==> config.mk <==
export PLATFORM = sky130hd
export DESIGN_NAME = scsi_dma_cnt
export DESIGN_NICKNAME = d
export VERILOG_FILES = /design/src/rtl/scsi_dma_cnt_pkg.sv /design/src/rtl/sdc_count_regs.sv /design/src/rtl/sdc_burst_len.sv /design/src/rtl/sdc_xfer_fsm.sv /design/src/rtl/scsi_dma_cnt.sv
export SDC_FILE = /design/constraint.sdc
export NUM_CORES = 1
export LEC_CHECK = 0
export ABC_CLOCK_PERIOD_IN_PS = 3380
export BUFFER_PORTS_ARGS = -buffer_cell sky130_fd_sc_hd__buf_2
export CORE_UTILIZATION = 45
export CTS_CLUSTER_DIAMETER = 40
export CTS_CLUSTER_SIZE = 10
export DETAILED_ROUTE_END_ITERATION = 8
export GPL_TIMING_DRIVEN = 0
export PLACE_DENSITY = 0.76
export RECOVER_POWER = 50
export SLEW_MARGIN = 40
export SYNTH_ARGS = -nofsm -noshare
export SYNTH_HDL_FRONTEND = slang
export SYNTH_SLANG_ARGS = --single-unit
==> constraint.sdc <==
create_clock -name clk -period 3.38 [get_ports clk]
set_input_delay 0.338 -clock clk [delete_from_list [all_inputs] [get_ports clk]]
set_output_delay 0.338 -clock clk [all_outputs]
set_load 0.01 [all_outputs]
==> src/rtl/scsi_dma_cnt_pkg.sv <==
package scsi_dma_cnt_pkg;
  localparam int INTR_W = 8;
  localparam int SEQ_W  = 3;
  localparam int FLG_W  = 5;
  localparam logic [INTR_W-1:0] INTR_BUS_SERVICE = 8'h10;

  typedef enum logic [1:0] {
    ST_IDLE = 2'd0,
    ST_MOVE = 2'd1,
    ST_HOLD = 2'd2
  } sdc_state_e;
endpackage

==> src/rtl/sdc_count_regs.sv <==
module sdc_count_regs #(
  parameter int BYTE_W = 8,
  parameter int NBYTES = 2,
  localparam int CNT_W = BYTE_W * NBYTES
) (
  input  logic              clk,
  input  logic              rst_n,
  input  logic [NBYTES-1:0] shd_we,
  input  logic [BYTE_W-1:0] shd_wdata,
  input  logic              load,
  input  logic              dec,
  input  logic              clr,
  output logic [CNT_W-1:0]  shadow,
  output logic [CNT_W-1:0]  live
);
  logic [CNT_W-1:0] live_q, live_d;

  // One shadow byte per lane; lane b lands at bits [b*BYTE_W +: BYTE_W].
  for (genvar b = 0; b < NBYTES; b++) begin : g_lane
    logic [BYTE_W-1:0] byte_q, byte_d;
    always_comb begin
      byte_d = byte_q;
      if (shd_we[b]) byte_d = shd_wdata;
    end
    always_ff @(posedge clk or negedge rst_n) begin
      if (!rst_n) byte_q <= '0;
      else        byte_q <= byte_d;
    end
    assign shadow[b*BYTE_W +: BYTE_W] = byte_q;
  end

  always_comb begin
    live_d = live_q;
    if (clr)       live_d = '0;
    else if (load) live_d = shadow;
    else if (dec)  live_d = live_q - 1'b1;
  end

  always_ff @(posedge clk or negedge rst_n) begin
    if (!rst_n) live_q <= '0;
    else        live_q <= live_d;
  end

  assign live = live_q;
endmodule

==> src/rtl/sdc_burst_len.sv <==
module sdc_burst_len #(
  parameter int CNT_W = 16,
  parameter int DEV_W = 24,
  parameter int CAP   = 32
) (
  input  logic                    cmd_phase,
  input  logic [CNT_W-1:0]        cnt,
  input  logic signed [DEV_W-1:0] dev_remain,
  output logic [CNT_W-1:0]        burst,
  output logic                    to_dev
);
  localparam int MAG_W = DEV_W + 1;
  localparam int CMP_W = (MAG_W > CNT_W) ? MAG_W : CNT_W;

  logic [MAG_W-1:0] ext, mag;
  logic [CMP_W-1:0] lim, cnt_x, sel;
  logic             neg;

  always_comb begin
    neg    = dev_remain[DEV_W-1];
    ext    = {dev_remain[DEV_W-1], dev_remain};
    mag    = neg ? (~ext + 1'b1) : ext;
    lim    = cmd_phase ? CMP_W'(CAP) : CMP_W'(mag);
    cnt_x  = CMP_W'(cnt);
    sel    = (cnt_x < lim) ? cnt_x : lim;
    burst  = sel[CNT_W-1:0];
    to_dev = cmd_phase | neg;
  end
endmodule

==> src/rtl/sdc_xfer_fsm.sv <==
module sdc_xfer_fsm
  import scsi_dma_cnt_pkg::*;
#(
  parameter int CNT_W = 16
) (
  input  logic              clk,
  input  logic              rst_n,
  input  logic              start,
  input  logic [CNT_W-1:0]  burst_in,
  input  logic              to_dev_in,
  input  logic              byte_ack,
  input  logic              dev_more,
  input  logic              dev_chunk,
  input  logic              fld_we,
  input  logic [SEQ_W-1:0]  fld_seq,
  input  logic [FLG_W-1:0]  fld_flags,
  input  logic              intr_clr,
  output logic              byte_req,
  output logic              accept,
  output logic              finish,
  output logic [CNT_W-1:0]  burst_left,
  output logic              busy,
  output logic              to_dev,
  output logic              stat_tc,
  output logic [INTR_W-1:0] intr_code,
  output logic [SEQ_W-1:0]  seq_step,
  output logic [FLG_W-1:0]  fifo_flags,
  output logic              done
);
  sdc_state_e        st_q, st_d;
  logic [CNT_W-1:0]  left_q, left_d;
  logic              dir_q, dir_d;
  logic              tc_q, tc_d;
  logic              done_q, done_d;
  logic [INTR_W-1:0] intr_q, intr_d;
  logic [SEQ_W-1:0]  seq_q, seq_d;
  logic [FLG_W-1:0]  flg_q, flg_d;
  logic              fin;

  always_comb begin
    st_d   = st_q;
    left_d = left_q;
    dir_d  = dir_q;
    tc_d   = tc_q;
    intr_d = intr_q;
    seq_d  = seq_q;
    flg_d  = flg_q;
    done_d = 1'b0;
    fin    = 1'b0;
    accept = 1'b0;

    if (fld_we) begin
      seq_d = fld_seq;
      flg_d = fld_flags;
    end
    if (intr_clr) begin
      intr_d = '0;
      tc_d   = 1'b0;
    end

    case (st_q)
      ST_IDLE: begin
        if (start) begin
          st_d   = ST_MOVE;
          left_d = burst_in;
          dir_d  = to_dev_in;
          tc_d   = 1'b0;
        end
      end
      ST_MOVE: begin
        if (left_q != '0) begin
          if (byte_ack) begin
            left_d = left_q - 1'b1;
            accept = 1'b1;
          end
        end else if (dir_q || !dev_more) begin
          fin = 1'b1;
        end else begin
          st_d = ST_HOLD;
        end
      end
      ST_HOLD: begin
        if (dev_chunk) fin = 1'b1;
      end
      default: st_d = ST_IDLE;
    endcase

    if (fin) begin
      st_d   = ST_IDLE;
      tc_d   = 1'b1;
      intr_d = INTR_BUS_SERVICE;
      seq_d  = '0;
      flg_d  = '0;
      done_d = 1'b1;
    end
  end

  always_ff @(posedge clk or negedge rst_n) begin
    if (!rst_n) begin
      st_q   <= ST_IDLE;
      left_q <= '0;
      dir_q  <= 1'b0;
      tc_q   <= 1'b0;
      intr_q <= '0;
      seq_q  <= '0;
      flg_q  <= '0;
      done_q <= 1'b0;
    end else begin
      st_q   <= st_d;
      left_q <= left_d;
      dir_q  <= dir_d;
      tc_q   <= tc_d;
      intr_q <= intr_d;
      seq_q  <= seq_d;
      flg_q  <= flg_d;
      done_q <= done_d;
    end
  end

  assign finish     = fin;
  assign byte_req   = (st_q == ST_MOVE) && (left_q != '0);
  assign burst_left = left_q;
  assign busy       = (st_q != ST_IDLE);
  assign to_dev     = dir_q;
  assign stat_tc    = tc_q;
  assign intr_code  = intr_q;
  assign seq_step   = seq_q;
  assign fifo_flags = flg_q;
  assign done       = done_q;
endmodule

==> src/rtl/scsi_dma_cnt.sv <==
module scsi_dma_cnt
  import scsi_dma_cnt_pkg::*;
#(
  parameter int BYTE_W = 8,
  parameter int NBYTES = 2,
  parameter int DEV_W  = 24,
  parameter int CAP    = 32,
  localparam int CNT_W = BYTE_W * NBYTES
) (
  input  logic                    clk,
  input  logic                    rst_n,
  input  logic [NBYTES-1:0]       shd_we,
  input  logic [BYTE_W-1:0]       shd_wdata,
  input  logic                    cmd_valid,
  input  logic                    cmd_load,
  input  logic                    cmd_xfer,
  input  logic                    cmd_phase,
  input  logic signed [DEV_W-1:0] dev_remain,
  input  logic                    dev_more,
  input  logic                    dev_chunk,
  input  logic                    byte_ack,
  input  logic                    fld_we,
  input  logic [SEQ_W-1:0]        fld_seq,
  input  logic [FLG_W-1:0]        fld_flags,
  input  logic                    intr_clr,
  output logic                    byte_req,
  output logic [CNT_W-1:0]        live_cnt,
  output logic [CNT_W-1:0]        burst_left,
  output logic                    busy,
  output logic                    to_dev,
  output logic                    stat_tc,
  output logic [INTR_W-1:0]       intr_code,
  output logic [SEQ_W-1:0]        seq_step,
  output logic [FLG_W-1:0]        fifo_flags,
  output logic                    done
);
  logic             load, start, accept, finish, dir_calc;
  logic [CNT_W-1:0] shadow, burst_calc;

  assign load  = cmd_valid && cmd_load && !busy;
  assign start = load && cmd_xfer;

  sdc_count_regs #(.BYTE_W(BYTE_W), .NBYTES(NBYTES)) u_regs (
    .clk       (clk),
    .rst_n     (rst_n),
    .shd_we    (shd_we),
    .shd_wdata (shd_wdata),
    .load      (load),
    .dec       (accept),
    .clr       (finish),
    .shadow    (shadow),
    .live      (live_cnt)
  );

  sdc_burst_len #(.CNT_W(CNT_W), .DEV_W(DEV_W), .CAP(CAP)) u_len (
    .cmd_phase  (cmd_phase),
    .cnt        (shadow),
    .dev_remain (dev_remain),
    .burst      (burst_calc),
    .to_dev     (dir_calc)
  );

  sdc_xfer_fsm #(.CNT_W(CNT_W)) u_fsm (
    .clk        (clk),
    .rst_n      (rst_n),
    .start      (start),
    .burst_in   (burst_calc),
    .to_dev_in  (dir_calc),
    .byte_ack   (byte_ack),
    .dev_more   (dev_more),
    .dev_chunk  (dev_chunk),
    .fld_we     (fld_we),
    .fld_seq    (fld_seq),
    .fld_flags  (fld_flags),
    .intr_clr   (intr_clr),
    .byte_req   (byte_req),
    .accept     (accept),
    .finish     (finish),
    .burst_left (burst_left),
    .busy       (busy),
    .to_dev     (to_dev),
    .stat_tc    (stat_tc),
    .intr_code  (intr_code),
    .seq_step   (seq_step),
    .fifo_flags (fifo_flags),
    .done       (done)
  );
endmodule

==> impl_metrics.ini, run 1 <==
[floorplan]
die_w_um = 102
die-area_um2 = 10500
start_util = 0.463
design.core.area_um2 = 9770
die_h_um = 102
io-pin-count = 106
rows = 36

[clock_network]
cts_buffers = 9
h-tree-depth = 3
cts_tree = built
ctsHoldBuffers = 0
insertion_delay_ps = 330
cts.clk_slew.worst_paths_ps = 70
cts.sinks = 62
root_buffer = clkbuf_8
clock_path_buffers = 2

[yosys]
async_flop_share = 1.00
yosysWarnings = 0
netlist_area_um2 = 4520
synth_edf_count = 0
ys_types = 66
synth_seq_cells = 62
avgSynthCellArea_um2 = 8.90
synth_ff_type = dfrtp_1
syn_inst = 508
yosysSeqAreaShare = 0.343

[critical_path]
path_buf_inv = 3
critical_path.max_fanout = 5
crit_chain = buf_12, inv_12, ha_4, or4b_4, or3_4, o41ai_4, xnor2_1, nand2b_1, ha_1, and3_4, nor3b_2, o211ai_1, a221oi_2, nand2_2, buf_8, or3_1, a31oi_1
crit_arrival_ps = 3960
r2r_start = u_fsm.burst_left[0]$_DFFE_PN0P_
start_kind = input port
reg2reg_to = u_regs.live[13]$_DFFE_PN0P_
critPathKind = input port to register
worstRegToRegCells = 10
timing.critical_path.slowest_cell_delay_ps = 460
crit_path_end_kind = register
path_delay_family = simple AND/OR/NAND/NOR gates
cp.required_ps = 3620
slowest_stage = or4b_4
reg2reg_slack_ps = 470

[flow_run]
max_cap_violations = 1

[detailed_routing]
vias = 4469
drt_wl_total_um = 13000
wire_per_inst_um = 16.8
first_pass_iters = 5
drtIter0Drc = 426
drc = 0
vias_per_cell = 5.79
ant_nets = 0

[status]
violations = capacitance limit, slew limit, setup timing
status = complete, but fails checks

[timing]
finalClockSkew_ps = 11.1
min_period_ps = 3720
holdWs_ps = 251
drv_slew = 63
rsz0062_at_grt = true
fin_crit_sh = 1.10
relSlewSlack = -0.784
setup_viol = 16
worst_pin_slew_ps = 2680
max_freq_mhz = 269
setup_ws_ps = -344
hold_viol = 0

[placed_design]
place.gp.congestion = 0.935
placement.io_buffers = 94
dp.cells = 741
dp_hpwl_um = 9670

[global_route]
antenna_found_initial = 0
grtUsageTotal = 0.245
gr-total-overflow = 0
grt_pass1_vias = 4121
grt_max_degree = 63
grt_pass1_wl_um = 19700

[hold_path]
hold_path_end = u_fsm.fifo_flags[4]$_DFFE_PN0P_
min_path_cells = 3
worstHoldStart = fld_flags[4]
hp-class = input port to register

[cells_and_area]
fin_cells = 772
drive_above_1_share = 0.319
final_common_cell = buf_2
area_growth_pct = 27.9
final_nets = 710
n_antenna_cell = 0
final_cell_mix = 92 x buf_2, 62 x dfrtp_1, 53 x nor2_1

[power]
total_leakage_power_nw = 2.46
ir_drop_v = 0.000310
power_density_nw_per_um2 = 619
power by group:
part,internal (mW),switching (mW),leakage [nW]
clock network,0.275,0.271,0.0800
registers,1.00,0.315,0.730
logic,0.753,0.965,1.65
state kept, by name, indices dropped and copies added (netlist names):
signal                flops
u_fsm.st_q                2
u_fsm.intr_code           1
u_fsm.seq_step            3
u_fsm.fifo_flags          5
u_regs.g_lane.byte_q     16
u_fsm.to_dev              1
u_fsm.stat_tc             1
u_fsm.burst_left         16
u_regs.live              16
u_fsm.done                1
worst min-delay path, delay by kind of cell:
kind,cells,cell delay (ps)
AND/OR/NAND/NOR,1,80
multiplexers,1,50
buffers and inverters,1,70
how the worst max path moves through the flow:
stage | from | endpoint | slack [ps] | depth (start not counted)
3_3_place_gp | dev_remain[1] | u_fsm.burst_left[2]$_DFFE_PN0P_ | -750 | 17
5_1_grt | dev_remain[1] | u_fsm.burst_left[2]$_DFFE_PN0P_ | -460 | 17
3_5_place_dp | dev_remain[1] | u_fsm.burst_left[10]$_DFFE_PN0P_ | -800 | 16
2_1_floorplan | dev_remain[1] | u_fsm.burst_left[2]$_DFFE_PN0P_ | -240 | 16
4_1_cts | dev_remain[1] | u_fsm.burst_left[12]$_DFFE_PN0P_ | -280 | 17
6_report | dev_remain[1] | u_fsm.burst_left[12]$_DFFE_PN0P_ | -340 | 17
timing repair:
item | CTS | global route
gates cloned | 1 | 0
endpoints found under the setup margin | 36 | 36
gates resized for setup | 24 | 32
hold endpoints to repair | 0 | 0
pin swaps | 12 | 17
buffers inserted | 10 | 7
cell usage after synthesis, types with 3 or more instances:
master	count	share of area
a21oi_1	18	0.020
xnor2_1	23	0.045
nand3_1	9	0.010
or3_1	12	0.017
or2_2	3	0.0041
nand2_1	27	0.022
mux2i_1	12	0.027
and3_1	4	0.0055
nand4_1	9	0.012
nor3b_1	3	0.0050
o2bb2ai_1	3	0.0058
o22ai_1	6	0.0083
a21boi_0	3	0.0050
xor2_1	5	0.0097
nor4_1	5	0.0069
and2_1	8	0.011
inv_1	17	0.014
o211ai_1	12	0.020
or4_1	7	0.012
a21o_1	5	0.0083
or3_4	3	0.0075
o21ai_0	16	0.018
buf_4	7	0.012
o21a_1	3	0.0050
a211oi_1	21	0.035
o41ai_1	4	0.0077
o31ai_1	8	0.013
nor3_1	24	0.027
ha_1	21	0.058
buf_1	3	0.0025
nand4b_1	3	0.0058
a31oi_1	7	0.0097
nand2b_1	11	0.015
clkbuf_1	20	0.017
nor2_1	53	0.044
dfrtp_1	62	0.34
nor2b_1	4	0.0055
mux2_2	16	0.040
cells by family (layout without fill, tap and decap cells):
group	after synthesis	after routing	share of synthesized area
AO/OA/AOI/OAI	127	127	0.205
XOR/XNOR	28	28	0.0542
adder cells (fa/ha/maj)	21	21	0.0581
buffers and inverters	49	174	0.0484
multiplexers	28	28	0.0664
AND/OR/NAND/NOR	192	192	0.224
other	1	7	0.000829
flip-flops	62	62	0.343
stage by stage:
stage | util | power (mW) | worst slack, ps | instance area [µm²] | TNS, ps
floorplan | - | 2.32 | -235 | 4610 | -1830
global placement | 0.537 | 2.86 | -749 | 5250 | -11250
detailed placement | 0.537 | 2.93 | -797 | 5250 | -12930
CTS | 0.574 | 3.51 | -281 | 5610 | -3820
global route | 0.592 | 3.84 | -457 | 5790 | -5970
finish | 0.592 | 3.58 | -344 | 5790 | -4030
per-layer routing:
metal / GRT usage / up-vias / part of all wire
met5: 0 / - / 0
met4: 0.0791 / 0 / 0.023
met3: 0.0390 / 29 / 0.070
met1: 0.325 / 2100 / 0.43
li1: - / 2132 / -
met2: 0.408 / 208 / 0.48
cell type report:
class,instances,area [µm²]
Fill cell,850,3990
Multi-Input combinational cell,403,3010
Sequential cell,62,1550
Timing Repair Buffer,112,642
Buffer,31,173
Tap cell,133,166
Clock buffer,10,138
Inverter,17,83.8
Clock inverter,4,25.0
Note: power is estimated with default switching activity, not from simulation.
==> run 2, diff against run 1 <==
--- a/config.mk
+++ b/config.mk
@@ -6,7 +6,7 @@
 export NUM_CORES = 1
 export LEC_CHECK = 0
 export ABC_CLOCK_PERIOD_IN_PS = 3380
-export BUFFER_PORTS_ARGS = -buffer_cell sky130_fd_sc_hd__buf_2
+export BUFFER_PORTS_ARGS = -buffer_cell sky130_fd_sc_hd__buf_4
 export CORE_UTILIZATION = 45
 export CTS_CLUSTER_DIAMETER = 40
 export CTS_CLUSTER_SIZE = 10
==> run 2 against run 1 <==
  * The flow still finishes with violations (capacitance limit, slew limit, setup timing)
  * Power is 8.6% higher
  * Count of clock-buffer cells in the layout increased by 2
  * Combinational power grew 7%
  * Global-route usage is 0.34 points higher
  * Flip-flop and latch count stayed put
  * Clock power rose by 33%
  * Clock skew is 2.2 ps higher
  * Sequential share of layout area shrank 1.2 points
  * Die area stayed put
  * Critical path depth unchanged
  * Worst setup slack improved by 3.0 ps
  * Largest power group unchanged
==> impl_metrics.ini, run 2 (same netlist as run 1, synthesis figures left out) <==
[critical_path]
reg2reg_to = u_regs.live[7]$_DFFE_PN0P_
reg2reg_slack_ps = 400
slowest_stage = or4b_4
path_delay_family = simple AND/OR/NAND/NOR gates
critical_path.max_fanout = 5
worstRegToRegCells = 10
r2r_start = u_fsm.burst_left[0]$_DFFE_PN0P_
path_buf_inv = 3
start_kind = input port
startpoint = dev_remain[0]
cp.required_ps = 3620
critPathKind = input port to register
crit_chain = buf_8, clkinv_8, ha_4, or4b_4, or3_4, o41ai_4, xnor2_1, nand2b_1, ha_1, and3_4, nor3b_4, o211ai_1, a221oi_2, nand2_2, clkbuf_8, or3_1, a31oi_1
timing.critical_path.slowest_cell_delay_ps = 460
crit_arrival_ps = 3960
crit_path_end_kind = register

[clock_network]
cts_buffers = 9
ctsHoldBuffers = 0
cts_tree = built
clock_path_buffers = 2
h-tree-depth = 3
insertion_delay_ps = 330
cts.clk_slew.worst_paths_ps = 70
cts.sinks = 62
root_buffer = clkbuf_8

[floorplan]
io-pin-count = 106
design.core.area_um2 = 9770
die_h_um = 102
start_util = 0.463
die_w_um = 102
rows = 36
die-area_um2 = 10500

[hold_path]
worstHoldStart = shd_wdata[0]
hold_path_end = u_regs.g_lane[1].byte_q[0]$_DFFE_PN0P_
hp-class = input port to register
min_path_cells = 2

[power]
ir_drop_v = 0.000287
power_density_nw_per_um2 = 642
total_leakage_power_nw = 2.58

[timing]
worst_pin_slew_ps = 2650
setup-tns-final_ps = -4280
rsz0062_at_grt = true
drv_slew = 63
setup_viol = 16
hold_viol = 0
fin_crit_sh = 1.10
relSlewSlack = -0.764
max_freq_mhz = 269
setup_ws_ps = -341
finalClockSkew_ps = 13.3
min_period_ps = 3720

[global_route]
grt_max_degree = 63
gr-total-overflow = 0
grt_pass1_wl_um = 20200
antenna_found_initial = 0
grtUsageTotal = 0.248
grt_pass1_vias = 4192

[cells_and_area]
n_antenna_cell = 0
final_common_cell = buf_4
final_area_um2 = 6060
area_growth_pct = 34.0
final_cell_mix = 111 x buf_4, 62 x dfrtp_1, 53 x nor2_1
fillCellCount = 821
final_util = 0.620
multi_input_area_um2 = 2970
register_area_um2 = 1550
drive_above_1_share = 0.305
final_nets = 709

[detailed_routing]
ant_nets = 0
vias = 4473
drtIter0Drc = 311
first_pass_iters = 6
wire_per_inst_um = 16.6
drc = 0
vias_per_cell = 5.79
drt_wl_total_um = 12800

[status]
status = complete, but fails checks
violations = capacitance limit, slew limit, setup timing

[flow_run]
max_cap_violations = 1

[placed_design]
dp_hpwl_um = 9790
dpl-instance-area_um2 = 5480
placement.io_buffers = 94
place.gp.congestion = 0.908
## run 2: cell count changes in the layout (fill, tap and decap cells not counted), moves of 3 or more
cell / delta
a211oi_2: -3
a21oi_1: +3
a21oi_2: -3
buf_2: -92
buf_4: +88
## run 2: power breakdown
part           switching (mW)  total (mW)  internal, mW
combinational           0.951        1.84         0.887
clock                   0.273       0.725         0.452
sequential              0.324        1.33          1.00
## run 2: repair_timing
| item | in CTS | in global routing |
|---|---|---|
| pin swaps | 14 | 15 |
| setup endpoints to repair | 36 | 36 |
| resized for setup | 19 | 30 |
| gates cloned | 2 | 0 |
| setup buffers | 9 | 5 |
## run 2: layer usage
metal | global-route usage | vias up | routed length, µm
li1 | - | 2128 | -
met1 | 0.336 | 2161 | 5680
met2 | 0.409 | 172 | 6200
met3 | 0.0376 | 12 | 771
met4 | 0.0758 | 0 | 164
met5 | 0 | - | 0
## run 2: worst max path at each step
stage                                 endpoint  cells after the start
2_1_floorplan  u_fsm.burst_left[2]$_DFFE_PN0P_                     16
3_3_place_gp   u_fsm.burst_left[2]$_DFFE_PN0P_                     17
3_5_place_dp   u_fsm.burst_left[2]$_DFFE_PN0P_                     17
4_1_cts        u_fsm.burst_left[2]$_DFFE_PN0P_                     17
5_1_grt        u_fsm.burst_left[2]$_DFFE_PN0P_                     16
6_report       u_fsm.burst_left[2]$_DFFE_PN0P_                     17
## run 2: cell type report
type                       count  share of cell area
timing repair buffer         110               0.142
clock inverter                 3              0.0111
inverter                      17              0.0147
sequential                    62               0.256
clock buffer                  12              0.0256
tap                          133              0.0275
multi-input combinational    403               0.490
buffer                        32              0.0332
## run 2: metrics by stage
stage	total power [mW]	hold slack (ps)	std cells	setup WS, ps
6_report	3.89	254	772	-341
5_1_grt	4.16	243	772	-426
4_1_cts	3.85	100	767	-327
3_5_place_dp	3.09	462	741	-854
3_3_place_gp	3.02	453	741	-759
2_1_floorplan	2.32	42.4	514	-235
